===== config.mk =====
export PLATFORM = sky130hd
export DESIGN_NAME = dual_lane_delay
export DESIGN_NICKNAME = d
export VERILOG_FILES = /design/src/rtl/dly_pkg.sv /design/src/rtl/dly_ctrl.sv /design/src/rtl/dly_lane.sv /design/src/rtl/dual_lane_delay.sv
export SDC_FILE = /design/constraint.sdc
export NUM_CORES = 1
export LEC_CHECK = 0
export ABC_AREA = 1
export CAP_MARGIN = 15
export CORE_MARGIN = 4
export CORE_UTILIZATION = 64
export DETAILED_ROUTE_END_ITERATION = 8
export PLACE_DENSITY_LB_ADDON = 0.08
export SETUP_SLACK_MARGIN = 0.2
export SYNTH_ARGS = -nofsm -noshare
export SYNTH_HDL_FRONTEND = slang
export SYNTH_HIERARCHICAL = 1
export SYNTH_SLANG_ARGS = --single-unit

===== constraint.sdc =====
create_clock -name clk -period 4.6 [get_ports clk]
set_clock_uncertainty 0.05 [all_clocks]
set_input_delay 0.92 -clock clk [delete_from_list [all_inputs] [get_ports clk]]
set_output_delay 0.92 -clock clk [all_outputs]
set_load 0.01 [all_outputs]

===== src/rtl/dly_pkg.sv =====
package dly_pkg;

    localparam int CODE_W   = 4;
    localparam int TAP_BASE = 1;

    typedef enum logic {
        MODE_TRACK  = 1'b0,
        MODE_PINNED = 1'b1
    } lane_mode_e;

    typedef struct packed {
        logic [CODE_W-1:0] len;
        lane_mode_e        mode;
    } ctrl_t;

endpackage


===== src/rtl/dly_ctrl.sv =====
module dly_ctrl
    import dly_pkg::*;
(
    input  logic              clk,
    input  logic              rst,
    input  logic [CODE_W-1:0] len_code,
    input  logic              pin_hi,
    output ctrl_t             ctrl_q
);

    lane_mode_e mode_next;

    always_comb begin
        unique case (pin_hi)
            1'b0:    mode_next = MODE_TRACK;
            1'b1:    mode_next = MODE_PINNED;
            default: mode_next = MODE_TRACK;
        endcase
    end

    always_ff @(posedge clk) begin
        if (rst) begin
            ctrl_q.len  <= '0;
            ctrl_q.mode <= MODE_TRACK;
        end else begin
            ctrl_q.len  <= len_code;
            ctrl_q.mode <= mode_next;
        end
    end

    p_ctrl_clear_r7: assert property (@(posedge clk)
        rst |=> (ctrl_q.len == '0 && ctrl_q.mode == MODE_TRACK))
        else $error("control register not cleared by reset");

endmodule


===== src/rtl/dly_lane.sv =====
module dly_lane #(
    parameter int W     = 4,
    parameter int DEPTH = 17,
    parameter int SEL_W = $clog2(DEPTH)
) (
    input  logic             clk,
    input  logic             rst,
    input  logic [W-1:0]     din,
    input  logic [SEL_W-1:0] sel,
    output logic [W-1:0]     dout
);

    logic [W-1:0] stage [DEPTH];
    logic [W-1:0] tap;

    always_ff @(posedge clk) begin
        if (rst) begin
            for (int i = 0; i < DEPTH; i++) stage[i] <= '0;
        end else begin
            stage[0] <= din;
            for (int i = 1; i < DEPTH; i++) stage[i] <= stage[i-1];
        end
    end

    always_comb begin
        tap = '0;
        for (int i = 1; i < DEPTH; i++) begin
            if (sel == SEL_W'(i)) tap = stage[i];
        end
    end

    always_ff @(posedge clk) begin
        if (rst) dout <= '0;
        else     dout <= tap;
    end

    p_tap_range_r1: assert property (@(posedge clk) disable iff (rst)
        (sel >= SEL_W'(1) && sel <= SEL_W'(DEPTH-1)))
        else $error("tap select outside second..last stage");

    p_out_clear_r7: assert property (@(posedge clk)
        rst |=> (dout == '0))
        else $error("lane output not cleared by reset");

endmodule


===== src/rtl/dual_lane_delay.sv =====
module dual_lane_delay
    import dly_pkg::*;
#(
    parameter int            LANE_W   = 4,
    parameter int            LANES    = 2,
    parameter logic [LANES-1:0] PIN_MASK = 2'b10
) (
    input  logic                    clk,
    input  logic                    rst,
    input  logic [LANES*LANE_W-1:0] din,
    input  logic [CODE_W-1:0]       len_code,
    input  logic                    pin_hi,
    output logic [LANES*LANE_W-1:0] dout
);

    localparam int DEPTH    = (1 << CODE_W) + TAP_BASE;
    localparam int SEL_W    = $clog2(DEPTH);
    localparam int LAST_TAP = DEPTH - 1;

    ctrl_t ctrl_q;

    dly_ctrl u_ctrl (
        .clk      (clk),
        .rst      (rst),
        .len_code (len_code),
        .pin_hi   (pin_hi),
        .ctrl_q   (ctrl_q)
    );

    logic [SEL_W-1:0] sel [LANES];

    for (genvar l = 0; l < LANES; l++) begin : g_lane
        if (PIN_MASK[l]) begin : g_pinnable
            always_comb begin
                unique case (ctrl_q.mode)
                    MODE_PINNED: sel[l] = SEL_W'(LAST_TAP);
                    MODE_TRACK:  sel[l] = SEL_W'(ctrl_q.len) + SEL_W'(TAP_BASE);
                    default:     sel[l] = SEL_W'(TAP_BASE);
                endcase
            end

            p_pinned_tap_r3: assert property (@(posedge clk) disable iff (rst)
                (ctrl_q.mode == MODE_PINNED) |-> (sel[l] == SEL_W'(LAST_TAP)))
                else $error("pinned lane not at last stage");
        end else begin : g_tracking
            always_comb sel[l] = SEL_W'(ctrl_q.len) + SEL_W'(TAP_BASE);
        end

        dly_lane #(
            .W     (LANE_W),
            .DEPTH (DEPTH),
            .SEL_W (SEL_W)
        ) u_lane (
            .clk  (clk),
            .rst  (rst),
            .din  (din[l*LANE_W +: LANE_W]),
            .sel  (sel[l]),
            .dout (dout[l*LANE_W +: LANE_W])
        );
    end

    p_capture_r5: assert property (@(posedge clk) disable iff (rst)
        $past(rst) == 1'b0 && $stable(len_code) && $stable(ctrl_q.len) |=> $stable(sel[0]))
        else $error("lower tap moved with steady code");

endmodule


==> flow_summary_export.csv, run 1 <==
group,metric,value,unit
pwr,power.density,456,nW/µm²
synthesis,syn_nets,754,
status,outcome,"finished, final reports clean",
min_path,hold_class,"reg2reg",
floorplan,fp-row-count,33,
floorplan,dieArea,10000,µm²
clock_tree,cts_root_buf,"clkbuf_8",
pwr,power.share.clock,48.8,%
critical_path,end_kind,"flip-flop",
sta,fmax,411,MHz
critical_path,r2r-start,"u_ctrl/ctrl_q[1]$_SDFF_PP0_",
detailed_routing,drc,0,
floorplan,start_util,66.1,%
pwr,combPwrFrac,5.5,%
critical_path,cpMaxStageDelayCell,"dfxtp_1",
sta,setup_violations,0,
placement,dp_hpwl,6620,µm
clock_tree,cts_max_path_buffers,2,
pwr,swShare,23.5,%
global_route,grt_usage,21.6,%
clock_tree,cts_hold_buf,0,
floorplan,die_x,100,µm
pwr,peakVddDrop,0.000285,V
synthesis,synth_seq_cells,149,
clock_tree,tritoncts,"yes",
synthesis,synth_warnings,6,
critical_path,worstRegToRegCells,14,
detailed_routing,dr.first_iter.drc_count,224,
clock_tree,post_cts_buffers,0,
floorplan,num_io_pins,23,
critical_path,startpoint,"u_ctrl/ctrl_q[1]$_SDFF_PP0_",
pwr,p_int,2.21,mW
critical_path,critPathRequiredTime,4.91,ns
synthesis,postSynthCellCount,738,
global_route,first_global_vias,3964,
sta,period_needed,2.43,ns
clock_tree,clock_latency,0.52,ns
run,cap_violations,0,
sta,hold_viol,0,
detailed_routing,vias,4197,
critical_path,path_buf_inv,0,
critical_path,worstPathArrival,2.75,ns
clock_tree,path_clk_slew,0.07,ns
sta,tightest_slew,0.869,ns
cells_and_area,stdcell_count,881,
placement,io_buffers,22,
placement,dp_cells,849,
critical_path,crit_type,"reg2reg",
critical_path,crit_family,"simple AND/OR/NAND/NOR gates",
sta,slew_violations,0,
sta,period_share,52.9,%
cells_and_area,area_growth,16.4,%
detailed_routing,drtAntennaViolNets,0,
critical_path,worstSetupStartpointType,"flip-flop",
detailed_routing,routed_wirelength,9990,µm
synthesis,netlist_area,5430,µm²
cells_and_area,register_area,2980,µm²
cells_and_area,diodes,0,
global_route,grt_pass1_wl,17300,µm
sta,finalWorstSetupSlack,2.17,ns
floorplan,die_y,100,µm
cells_and_area,final_layout_size_suffix_gt1_share,6.19,%
global_route,grt_antenna_before_repair,0,
cells_and_area,fin_nets,779,
global_route,grt_start_max_net_pins,90,
critical_path,rrSetupSlack,2.17,ns
detailed_routing,viasPerCell,4.76,
cells_and_area,fill_cells,594,
pwr,p_switching,0.676,mW
pwr,p_leak,2.55,nW
floorplan,core,8220,µm²
pwr,p_seq_share,45.7,%
placement,globalplace.congestion,0.787,
global_route,grt_overflow,0,
clock_tree,ctsResizeCount,0,
critical_path,critPathMaxStageDelay,0.35,ns
critical_path,worstSetupEndpoint,"g_lane[1].u_lane/dout[3]$_SDFF_PP0_",
clock_tree,clock_sinks,149,
sta,setup-tns-final,0,ns
detailed_routing,post_drt_wl_per_cell,11.3,µm
critical_path,cp.depth,14,
sta,rsz0062_at_grt,"no",
critical_path,r2r_end,"g_lane[1].u_lane/dout[3]$_SDFF_PP0_",
placement,pre_cts_ws,2.23,ns
critical_path,worstPathCellList,"ha_1 -> nand2_1 -> nor2_2 -> or2_1 -> nor2_4 -> nand2_4 -> nor2_1 -> nand2_1 -> nand2_1 -> nand4_1 -> nor2_1 -> nand4_1 -> nand2_1 -> a21oi_1",
clock_tree,cts-buffers-inserted,17,
critical_path,cpMostUsedCell,"nand2_1",
synthesis,synth_area_per_cell,7.35,µm²
cells_and_area,multiInputGateArea,1730,µm²
synthesis,ys_types,18,
critical_path,crit_fanout,7,
sta,relSlewSlack,42.1,%
detailed_routing,detail_route.first_pass.iterations,4,
synthesis,ys_seq_area_share,55.0,%
clock_tree,h-tree-depth,4,
==> power by group through the flow <==
stage	registers (mW)	logic (mW)	clock network, mW
global placement	1.34	0.152	0
finish	1.32	0.159	1.41
CTS	1.32	0.158	1.42
global route	1.32	0.179	1.48
detailed placement	1.35	0.155	0
floorplan	1.35	0.106	0
==> state kept, by name, summed over array words and instances (netlist names) <==
register / count
u_ctrl/ctrl_q: 5
g_lane.u_lane/stage: 136
g_lane.u_lane/dout: 8
==> layer usage <==
| metal | GRT usage, % | up-vias | wire length [µm] |
|---|---|---|---|
| li1 | - | 2221 | - |
| met1 | 26.2 | 1877 | 4550 |
| met2 | 37.2 | 84 | 4870 |
| met3 | 5.49 | 15 | 428 |
| met4 | 7.98 | 0 | 138 |
| met5 | 0 | - | 0 |
==> through the flow <==
| step | cell area [µm²] | power, mW | hold slack [ns] | util [%] |
|---|---|---|---|---|
| floorplan | 5430 | 1.45 | 0.338 | - |
| global placement | 5710 | 1.50 | 0.340 | 69.5 |
| detailed placement | 5710 | 1.50 | 0.344 | 69.5 |
| CTS | 6320 | 2.90 | 0.354 | 76.9 |
| global route | 6320 | 2.98 | 0.374 | 76.9 |
| finish | 6320 | 2.88 | 0.353 | 76.9 |
==> worst min path at each step <==
stage	startpoint	slack, ns	endpoint	depth (start not counted)
CTS	g_lane[1].u_lane/stage[0][1]$_SDFF_PP0_	0.35	g_lane[1].u_lane/stage[0][5]$_SDFF_PP0_	2
detailed placement	g_lane[1].u_lane/stage[0][1]$_SDFF_PP0_	0.34	g_lane[1].u_lane/stage[0][5]$_SDFF_PP0_	2
floorplan	g_lane[0].u_lane/stage[0][0]$_SDFF_PP0_	0.34	g_lane[0].u_lane/stage[0][4]$_SDFF_PP0_	2
finish	g_lane[0].u_lane/stage[0][0]$_SDFF_PP0_	0.35	g_lane[0].u_lane/stage[0][4]$_SDFF_PP0_	2
global route	g_lane[0].u_lane/stage[0][1]$_SDFF_PP0_	0.37	g_lane[0].u_lane/stage[0][5]$_SDFF_PP0_	2
global placement	g_lane[0].u_lane/stage[0][3]$_SDFF_PP0_	0.34	g_lane[0].u_lane/stage[0][7]$_SDFF_PP0_	2
==> cells in the mapped netlist, drive strengths merged <==
| master | instances | share of area, % |
|---|---|---|
| nor3 | 3 | 0.28 |
| o211ai | 10 | 1.4 |
| buf | 2 | 0.41 |
| o21ai | 12 | 1.1 |
| dfxtp | 149 | 55 |
| or2 | 1 | 0.12 |
| nand3 | 7 | 0.65 |
| inv | 168 | 12 |
| clkbuf | 16 | 1.1 |
| nand4 | 29 | 3.3 |
| ha | 1 | 0.23 |
| nand2 | 121 | 8.6 |
| a21oi | 14 | 1.3 |
| nor2 | 205 | 15 |
==> cell type report <==
type / count / area share, %
clock buffers: 17 / 6.56
flip-flops and latches: 149 / 47.2
well taps: 105 / 2.08
repair buffers: 24 / 3.68
inverters: 168 / 9.98
multi-input cells: 403 / 27.4
clock inverters: 15 / 3.05
==> logic make-up (layout without fill, tap and decap cells) <==
logic type               Yosys count  after routing  synth area share (%)
adder cells (fa/ha/maj)            1              1                 0.230
flip-flops                       149            149                  55.0
buffers and inverters            186            224                  13.1
AO/OA/AOI/OAI                     36             36                  3.78
AND/OR/NAND/NOR                  366            366                  27.9
==> placed cells by master (no fill, tap or decap), types with 2 or more instances in the layout <==
| cell | instances |
|---|---|
| inv_8 | 2 |
| nand2_4 | 2 |
| nor3_1 | 3 |
| inv_2 | 4 |
| o211ai_1 | 10 |
| nor2_2 | 3 |
| nand3_1 | 7 |
| bufinv_16 | 3 |
| clkbuf_16 | 16 |
| dfxtp_1 | 149 |
| clkdlybuf4s50_1 | 21 |
| nor2_4 | 4 |
| a21oi_1 | 14 |
| nand4_1 | 29 |
| nand2_1 | 119 |
| o21ai_0 | 12 |
| inv_6 | 6 |
| inv_1 | 164 |
| nor2_1 | 198 |
| buf_4 | 3 |
| clkinvlp_4 | 3 |
==> worst register-to-register path, delay by kind of cell, from the launching register on <==
family	cells	cell delay, ns
AOI/OAI and AO/OA	1	0.05
adders and majority gates	1	0.23
DFF	1	0.35
and+or+nand+nor	12	1.61
Note: power is estimated with default switching activity, not from simulation.
==> run 2: changes to the inputs <==
CORE_UTILIZATION = 54   (was 64)
clock period = 2.2 ns   (was 4.6 ns; I/O delays follow)
==> run 2 against run 1 <==
Net effect: the run now ends with setup timing left; register-to-register slack worse by 2.2 ns; global-route usage shrank 0.53 points; final area is 5.7% higher; sequential cell count unchanged; largest cell class unchanged; highest routed layer unchanged.
==> flow_summary_export.csv, run 2 (synthesized netlist as in run 1, its figures left out) <==
group,metric,value,unit
pwr,power.share.clock,45.2,%
floorplan,fp-row-count,36,
floorplan,num_io_pins,23,
floorplan,die_y,108,µm
pwr,p_total,5.82,mW
sta,relSlewSlack,64.1,%
pwr,p_switching,1.27,mW
status,outcome,"finished with violations",
status,violations,"setup timing",
run,cap_violations,0,
cells_and_area,layout_common_cells,"nor2_1, inv_1, dfxtp_1",
cells_and_area,regMostFlops,"g_lane.u_lane/stage",
placement,dp_cells,889,
critical_path,rrSetupSlack,-0.02,ns
critical_path,worstPathArrival,2.56,ns
placement,globalplace.congestion,0.849,
sta,finalWorstSetupSlack,-0.0223,ns
clock_tree,cts_max_path_buffers,2,
critical_path,worstSetupEndpoint,"g_lane[0].u_lane/dout[1]$_SDFF_PP0_",
floorplan,start_util,55.5,%
clock_tree,cts_root_buf,"clkbuf_8",
critical_path,crit_type,"reg2reg",
global_route,first_global_vias,4430,
clock_tree,h-tree-depth,4,
critical_path,worstRegToRegCells,18,
sta,rsz0062_at_grt,"yes",
cells_and_area,design_area,6680,µm²
cells_and_area,final_layout_size_suffix_gt1_share,12.8,%
cells_and_area,reg_top3,"g_lane.u_lane/stage (136), g_lane.u_lane/dout (8), u_ctrl/ctrl_q (5)",
detailed_routing,vias,4370,
pwr,p_int,4.55,mW
floorplan,dieArea,11700,µm²
placement,post_dp_cell_area,5850,µm²
clock_tree,clock_sinks,149,
sta,tightest_slew,0.538,ns
pwr,p_leak,2.70,nW
global_route,grt_start_max_net_pins,48,
floorplan,die_x,108,µm
cells_and_area,register_area,2990,µm²
pwr,swShare,21.8,%
cells_and_area,area_growth,23.0,%
cells_and_area,fin_nets,808,
global_route,grt_usage,21.1,%
critical_path,startpoint,"u_ctrl/ctrl_q[1]$_SDFF_PP0_",
clock_tree,cts-buffers-inserted,17,
global_route,grt_antenna_before_repair,0,
cells_and_area,final_util,68.3,%
detailed_routing,detail_route.first_pass.iterations,4,
sta,fmax,450,MHz
detailed_routing,dr.first_iter.drc_count,259,
clock_tree,path_clk_slew,0.06,ns
clock_tree,tritoncts,"yes",
pwr,peakVddDrop,0.000751,V
sta,setup_violations,1,
global_route,grt_overflow,0,
min_path,hold_class,"in2reg",
critical_path,end_kind,"flip-flop",
cells_and_area,largest_reg_flops,136,
sta,period_needed,2.22,ns
pwr,p_seq_share,47.4,%
cells_and_area,layout_commonest_cell,"nor2_1",
placement,io_buffers,22,
cells_and_area,multiInputGateArea,1860,µm²
global_route,grt_pass1_wl,19300,µm
detailed_routing,drtAntennaViolNets,0,
critical_path,crit_fanout,4,
sta,slew_violations,0,
critical_path,critPathRequiredTime,2.54,ns
pwr,power.density,872,nW/µm²
detailed_routing,post_drt_wl_per_cell,12.0,µm
cells_and_area,stdcell_count,936,
pwr,combPwrFrac,7.4,%
floorplan,core,9770,µm²
detailed_routing,routed_wirelength,11200,µm
placement,pre_cts_ws,-0.0853,ns
cells_and_area,fill_cells,864,
sta,hold_viol,0,
detailed_routing,viasPerCell,4.67,
detailed_routing,drc,0,
critical_path,worstSetupStartpointType,"flip-flop",
cells_and_area,diodes,0,
clock_tree,clock_latency,0.52,ns
sta,period_share,101,%
critical_path,r2r-start,"u_ctrl/ctrl_q[1]$_SDFF_PP0_",
placement,dp_hpwl,7490,µm
critical_path,r2r_end,"g_lane[0].u_lane/dout[1]$_SDFF_PP0_",
-- run 2: worst min path at each step --
| stage | from | end | slack, ns | cells past startpoint |
|---|---|---|---|---|
| 2_1_floorplan | g_lane[0].u_lane/stage[0][0]$_SDFF_PP0_ | g_lane[0].u_lane/stage[0][4]$_SDFF_PP0_ | 0.34 | 2 |
| 3_3_place_gp | g_lane[0].u_lane/stage[0][0]$_SDFF_PP0_ | g_lane[0].u_lane/stage[0][4]$_SDFF_PP0_ | 0.34 | 2 |
| 3_5_place_dp | g_lane[0].u_lane/stage[0][1]$_SDFF_PP0_ | g_lane[0].u_lane/stage[0][5]$_SDFF_PP0_ | 0.35 | 2 |
| 4_1_cts | rst | g_lane[0].u_lane/stage[4][3]$_SDFF_PP0_ | 0.30 | 2 |
| 5_1_grt | rst | g_lane[0].u_lane/stage[3][13]$_SDFF_PP0_ | 0.32 | 2 |
| 6_report | rst | g_lane[0].u_lane/stage[2][8]$_SDFF_PP0_ | 0.32 | 2 |
-- run 2: worst max-delay path, cell delays in order (launching register included) --
cell and delay [ns]:
dfxtp_2 0.36, buf_6 0.12, nand3_2 0.07, nand2_1 0.08
nand2_2 0.10, inv_4 0.09, nor2_4 0.05, buf_6 0.12
buf_6 0.11, o211ai_1 0.12, nand2_1 0.10, nand2_1 0.08
nand4_1 0.11, nor2_2 0.14, nand4_1 0.11, nand2_1 0.08
nand4_1 0.07, nand2_1 0.08, a21oi_2 0.05
-- run 2: cell type report --
type / instances / area share [%]
well taps: 133 / 2.49
clock buffers: 26 / 7.46
multi-input cells: 403 / 27.9
repair buffers: 53 / 7.21
inverters: 168 / 9.48
flip-flops and latches: 149 / 44.8
clock inverters: 4 / 0.675
-- run 2: through the flow --
step	setup TNS (ns)	hold slack, ns
2_1_floorplan	0	0.338
3_3_place_gp	-0.0530	0.343
3_5_place_dp	-0.320	0.347
4_1_cts	0	0.297
5_1_grt	-0.739	0.316
6_report	-0.0223	0.316
-- run 2: timing repair --
item	CTS	global route
hold buffers	0	0
resized for setup	37	12
endpoints found under the setup margin	8	8
setup buffers	13	4
pin swaps	17	22
-- run 2: metal layers --
metal | track usage, % | part of all wire [%] | up-vias | routed length (µm)
met4 | 9.83 | 1.5 | 0 | 166
met2 | 35.9 | 51 | 83 | 5680
met5 | 0 | 0 | - | 0
met3 | 6.21 | 3.6 | 15 | 405
met1 | 24.4 | 44 | 2002 | 4990
li1 | - | - | 2270 | -
-- run 2: power by group through the flow --
stage          logic, mW  clock network [mW]  registers [mW]
6_report           0.432                2.63            2.76
5_1_grt            0.474                2.83            2.76
4_1_cts            0.410                2.70            2.76
3_5_place_dp       0.354                   0            2.81
3_3_place_gp       0.346                   0            2.81
2_1_floorplan      0.225                   0            2.81
